File: src/rtl/otw_pkg.sv
package otw_pkg;
  localparam int NCH = 2;

  typedef struct packed {
    logic       no_wait;
    logic       to_pg;
    logic [1:0] off;
  } ch_cfg_t;

  function automatic ch_cfg_t cfg_field(input logic [7:0] b, input int ch);
    return ch_cfg_t'(b[ch*4 +: 4]);
  endfunction
endpackage

File: src/rtl/otw_thresh.sv
module otw_thresh #(
  parameter int CODE_W = 8
) (
  input  logic [CODE_W-1:0] sense_i,
  input  logic [CODE_W-1:0] prot_i,
  input  logic [1:0]        off_i,
  output logic              above_o
);
  localparam int SUM_W = CODE_W + 1;

  logic [SUM_W-1:0] lvl;

  // extra bit keeps the sum from wrapping
  always_comb begin
    lvl     = {1'b0, prot_i} + SUM_W'(off_i) + SUM_W'(1);
    above_o = {1'b0, sense_i} > lvl;
  end

  always_comb begin
    if (above_o) begin
      AST_NO_WRAP: assert (sense_i > prot_i);
      AST_MIN_MARGIN: assert ((int'(sense_i) - int'(prot_i)) >= 2);
    end
  end
endmodule

File: src/rtl/otw_debounce.sv
module otw_debounce #(
  parameter int CNT_LIM = 5000000
) (
  input  logic clk_i,
  input  logic rst_ni,
  input  logic raw_i,
  input  logic no_wait_i,
  output logic warn_o
);
  localparam int CW = $clog2(CNT_LIM + 1);

  logic [CW-1:0] cnt_q;
  logic          warn_q;

  always_ff @(posedge clk_i or negedge rst_ni) begin
    if (!rst_ni) begin
      cnt_q  <= '0;
      warn_q <= 1'b0;
    end else if (!raw_i) begin
      cnt_q  <= '0;
      warn_q <= 1'b0;
    end else if (!warn_q) begin
      if (no_wait_i || cnt_q == CW'(CNT_LIM - 1)) warn_q <= 1'b1;
      else cnt_q <= cnt_q + 1'b1;
    end
  end

  assign warn_o = warn_q;

  AST_RELEASE: assert property (@(posedge clk_i) disable iff (!rst_ni)
    !raw_i |=> !warn_q);
  AST_BYPASS: assert property (@(posedge clk_i) disable iff (!rst_ni)
    raw_i && no_wait_i |=> warn_q);
  AST_NO_EARLY: assert property (@(posedge clk_i) disable iff (!rst_ni)
    $rose(warn_q) && !$past(no_wait_i) |-> $past(cnt_q) == CW'(CNT_LIM - 1));
  AST_CNT_BOUND: assert property (@(posedge clk_i) disable iff (!rst_ni)
    cnt_q < CW'(CNT_LIM));
endmodule

File: src/rtl/pgood_agg.sv
module pgood_agg #(
  parameter int NFIX = 4
) (
  input  logic [NFIX-1:0] fix_i,
  input  logic            opt_i,
  input  logic            opt_en_i,
  input  logic            warn_i,
  input  logic            trig_i,
  output logic            pgood_o
);
  logic fault;

  always_comb begin
    fault   = (|fix_i) | (opt_i & opt_en_i) | (warn_i & trig_i);
    pgood_o = ~fault;
  end

  always_comb begin
    if (!trig_i && !opt_en_i && fix_i == '0)
      AST_TRIG_OFF: assert (pgood_o);
    if (fix_i != '0)
      AST_FIXED_LOW: assert (!pgood_o);
  end
endmodule

File: src/rtl/otw_pgood_top.sv
module otw_pgood_top
  import otw_pkg::*;
#(
  parameter int CODE_W      = 8,
  parameter int CLK_HZ      = 50000000,
  parameter int DEBOUNCE_MS = 100
) (
  input  logic              clk_i,
  input  logic              rst_ni,
  input  logic [7:0]        cfg_i,
  input  logic [CODE_W-1:0] sense_a_i,
  input  logic [CODE_W-1:0] prot_a_i,
  input  logic [CODE_W-1:0] sense_b_i,
  input  logic [CODE_W-1:0] prot_b_i,
  input  logic              uv_a_i,
  input  logic              supply_off_a_i,
  input  logic              ss_filt_a_i,
  input  logic              uv_b_i,
  input  logic              supply_off_b_i,
  input  logic              ss_filt_b_i,
  input  logic              crc_err_i,
  input  logic              ac_sense_i,
  input  logic              ac_incl_i,
  output logic              warn_a_o,
  output logic              warn_b_o,
  output logic              pgood_a_o,
  output logic              pgood_b_o
);
  localparam int DB_RAW = (CLK_HZ / 1000) * DEBOUNCE_MS;
  localparam int DB_CYC = (DB_RAW < 1) ? 1 : DB_RAW;
  localparam int NFIX   = 4;

  logic [CODE_W-1:0] sense [NCH];
  logic [CODE_W-1:0] prot  [NCH];
  logic [NFIX-1:0]   fix   [NCH];
  logic [NCH-1:0]    opt, opt_en, raw, warn, pg;

  always_comb begin
    sense[0]  = sense_a_i;
    sense[1]  = sense_b_i;
    prot[0]   = prot_a_i;
    prot[1]   = prot_b_i;
    fix[0]    = {uv_a_i, supply_off_a_i, ss_filt_a_i, crc_err_i};
    fix[1]    = {uv_b_i, supply_off_b_i, ss_filt_b_i, crc_err_i};
    opt[0]    = ac_sense_i;
    opt[1]    = 1'b0;
    opt_en[0] = ac_incl_i;
    opt_en[1] = 1'b0;
  end

  for (genvar c = 0; c < NCH; c++) begin : g_ch
    ch_cfg_t cc;
    assign cc = cfg_field(cfg_i, c);

    otw_thresh #(.CODE_W(CODE_W)) u_thr (
      .sense_i (sense[c]),
      .prot_i  (prot[c]),
      .off_i   (cc.off),
      .above_o (raw[c])
    );

    otw_debounce #(.CNT_LIM(DB_CYC)) u_db (
      .clk_i     (clk_i),
      .rst_ni    (rst_ni),
      .raw_i     (raw[c]),
      .no_wait_i (cc.no_wait),
      .warn_o    (warn[c])
    );

    pgood_agg #(.NFIX(NFIX)) u_pg (
      .fix_i    (fix[c]),
      .opt_i    (opt[c]),
      .opt_en_i (opt_en[c]),
      .warn_i   (warn[c]),
      .trig_i   (cc.to_pg),
      .pgood_o  (pg[c])
    );
  end

  assign warn_a_o  = warn[0];
  assign warn_b_o  = warn[1];
  assign pgood_a_o = pg[0];
  assign pgood_b_o = pg[1];

  AST_RST_CLEAR: assert property (@(posedge clk_i) disable iff (!rst_ni)
    $rose(warn_a_o) |-> $past(rst_ni));
  AST_AC_B_FREE: assert property (@(posedge clk_i) disable iff (!rst_ni)
    !uv_b_i && !supply_off_b_i && !ss_filt_b_i && !crc_err_i && !warn_b_o |-> pgood_b_o);
endmodule

File: config.mk
export PLATFORM = sky130hd
export DESIGN_NAME = otw_pgood_top
export DESIGN_NICKNAME = d
export VERILOG_FILES = /design/src/rtl/otw_pkg.sv /design/src/rtl/otw_thresh.sv /design/src/rtl/otw_debounce.sv /design/src/rtl/pgood_agg.sv /design/src/rtl/otw_pgood_top.sv
export SDC_FILE = /design/constraint.sdc
export NUM_CORES = 1
export LEC_CHECK = 0
export BUFFER_PORTS_ARGS = -buffer_cell sky130_fd_sc_hd__buf_2
export CAP_MARGIN = 20
export CORE_ASPECT_RATIO = 1.25
export CORE_MARGIN = 2
export CORE_UTILIZATION = 40
export CTS_CLUSTER_DIAMETER = 120
export DETAILED_ROUTE_END_ITERATION = 10
export GPL_TIMING_DRIVEN = 1
export PLACE_DENSITY_LB_ADDON = 0.2
export REMOVE_ABC_BUFFERS = 1
export SYNTH_ARGS = -nofsm -noshare
export SYNTH_HDL_FRONTEND = slang
export SYNTH_SLANG_ARGS = --single-unit
File: constraint.sdc
create_clock -name clk_i -period 2.2 [get_ports clk_i]
set_input_delay 0.11 -clock clk_i [delete_from_list [all_inputs] [get_ports clk_i]]
set_output_delay 0.11 -clock clk_i [all_outputs]
set_load 0.02 [all_outputs]
==> results.cfg <==
[critical_path]
cp_max_fo = 6
cp.arrival_ps = 2360
critPathSlowestCell = fa_2
r2r_cells = 6
critical_path_class = in2reg
start_kind = primary input
slowest_delay_ps = 380
cp.required_ps = 2390
critPathCaptureType = flop
crit_chain = buf_6 -> inv_4 -> ha_4 -> inv_2 -> fa_2 -> nand3_2 -> xor2_1 -> ha_1 -> a22o_1 -> nor4_1 -> nand3_1 -> o211ai_1 -> buf_4 -> clkbuf_16 -> nor3_4

[floorplan]
ioPinCount = 55
rows = 37
dieArea_mm2 = 0.00902
die_w_um = 85.3
dieHeight_um = 106
initial_core_util_pct = 40.6
core_area_mm2 = 0.00815

[global_routing]
grt_pass1_wl_um = 13000
grt_pass1_vias = 2945
grt_usage_pct = 17.4
grt_max_degree = 39
grt-ovfl-total = 0
grt_antenna_before_repair = 0

[sta]
finalCritPeriodShare_pct = 98.6
slew_headroom_pct = 43.7
finalSetupViolations = 0
fin_ws_ps = 30.3
hold_slack_ps = 139
fin_skew_ps = 7.73
drv_slew = 0
worst_pin_slew_ps = 845
setup_tns_ps = 0
rsz0062_at_grt = true
finalHoldViolCount = 0
period_needed_ps = 2170
fmax_mhz = 461

[clock_tree]
cts_num_sinks = 48
cts_buffers = 5
cts_buffer_depth = 2
cts_tree = done
clk_pin_slew_ps = 100
clock_latency_ps = 310
cts_root_buffer = clkbuf_8
h-tree-depth = 2

[power_and_ir_drop]
power.leakage_nw = 1.79
power_density_mw_per_mm2 = 462
irDropWorstVdd_uv = 281
total_power_mw = 1.91

[final_layout]
fin_area_mm2 = 0.00413
syn_to_final_growth_pct = 24.9
layout_commonest_cell = buf_2
final_cell_mix = buf_2 (52), dfrtp_1 (48), nor2_1 (45)
layout.nets = 512
drive_above_1_share_pct = 28.1
nFillCells = 762
layout.cells.non_filler = 535
final_core_util_pct = 50.7
diodes = 0

[yosys]
syn-mean-instance-area_um2 = 9.08
syn-cell-area_mm2 = 0.00331
synth_edf_count = 0
seq_area_frac_synth_pct = 36.3
yosys_warnings = 0
synth_cell_types = 56
ys.flop_type = dfrtp_1
synth_async_sr_flop_share_pct = 100
synth_cells = 364
synth-seq-cells = 48

[placed_design]
place_inst = 522
place_hpwl_um = 5770
post-place-ws_ps = -244
port-buffer-count = 54
postPlaceCellArea_mm2 = 0.00379
place_congestion = 0.861

[outcome]
status = complete, no violations

[job]
cap_violations = 0

[routing]
drc = 0
vias_per_cell = 5.54
drt_iter0_markers = 86
avgRoutedWirePerCell_um = 14.8
drt-total-wl_um = 7900
via_count = 2966
drtPass1Iterations = 5
ant_nets = 0

[hold_path]
hp-class = in2reg
whs_path_depth = 3
==> Yosys cell counts (2+ instances only) <==
master / instances / area [um2]
nor2_1: 49 / 184
dfrtp_1: 48 / 1200
xor2_1: 28 / 245
nand3_1: 26 / 130
nand2_1: 23 / 86.3
ha_1: 22 / 275
a21oi_1: 15 / 75.1
xnor2_1: 15 / 131
inv_1: 14 / 52.6
nor3_1: 14 / 70.1
nand4_1: 12 / 75.1
and3_1: 10 / 62.6
o21ai_0: 8 / 40.0
and4_1: 7 / 61.3
o211ai_1: 6 / 45.0
or3_1: 6 / 37.5
a31oi_1: 3 / 18.8
and2_1: 3 / 18.8
clkbuf_1: 3 / 11.3
nor4b_1: 3 / 26.3
o21ai_1: 3 / 15.0
or4_1: 3 / 22.5
a21o_1: 2 / 15.0
buf_1: 2 / 7.51
fa_1: 2 / 40.0
nor2b_1: 2 / 12.5
nor3b_1: 2 / 15.0
nor4_1: 2 / 12.5
nor4_4: 2 / 42.5
o211ai_2: 2 / 25.0
o31ai_1: 2 / 15.0
==> state kept, by name, summed over array words and instances (netlist names) <==
name and flops:
g_ch.u_db.cnt_q 46, g_ch.u_db.warn_o 2
==> path summary, 6_finish.rpt <==
kind | start | to | slack [ps]
hold / removal | cfg_i[7] | g_ch[1].u_db.warn_o | 140
setup / recovery | prot_b_i[0] | g_ch[1].u_db.cnt_q[8] | 30
setup reg to reg | g_ch[0].u_db.cnt_q[0] | g_ch[0].u_db.cnt_q[1] | 220
max in group asynchronous | rst_ni | g_ch[0].u_db.cnt_q[8] | 1090
min in group asynchronous | rst_ni | g_ch[1].u_db.cnt_q[8] | 440
hold reg to reg | g_ch[0].u_db.cnt_q[2] | g_ch[0].u_db.cnt_q[2] | 530
==> critical path: cells and delay by family <==
kind            cells  cell delay [ps]
fa+ha+maj           3              770
buf+inv             5              560
simple gates        4              450
compound gates      2              310
xor+xnor            1              150
==> power breakdown <==
group / internal (mW) / switching (mW) / leakage [nW]
clock: 0.226 / 0.317 / 0.0404
sequential: 0.896 / 0.0169 / 0.668
combinational: 0.216 / 0.238 / 1.08
total: 1.34 / 0.572 / 1.79
==> area by class of cell <==
class                      count  area (um2)  share of cell area [%]
clock inverter                 3        23.8                   0.576
multi-input combinational    295        2170                    52.5
inverter                      14        57.6                    1.39
sequential                    48        1200                    29.1
timing repair buffer          73         490                    11.9
clock buffer                   5        68.8                    1.67
tap                           97         121                    2.94
==> cell families (layout without fill, tap and decap cells) <==
kind of cell | after synthesis | in the layout | share of synthesized area (%)
adder cells (fa/ha/maj) | 24 | 24 | 9.53
AND/OR/NAND/NOR | 176 | 176 | 29.2
buffers and inverters | 21 | 95 | 2.72
multiplexers | 2 | 2 | 0.643
XOR/XNOR | 43 | 43 | 11.4
flip-flops | 48 | 48 | 36.3
AO/OA/AOI/OAI | 50 | 50 | 10.1
==> layer usage <==
metal	part of all wire, %	global-route usage [%]	vias to the layer above	wire length, um
met2	54	32.0	58	4300
met1	41	20.1	1439	3260
li1	-	-	1454	-
met5	0	0	-	0
met4	1.7	6.35	0	136
met3	2.6	2.27	15	204
==> what timing repair did <==
action / CTS / global route
hold buffers: 1 / 0
endpoints found under the hold margin: 37 / 0
endpoints found under the setup margin: 0 / 46
setup buffers: 0 / 1
resized for setup: 0 / 44
No activity file was read; power rests on OpenSTA's default activity.
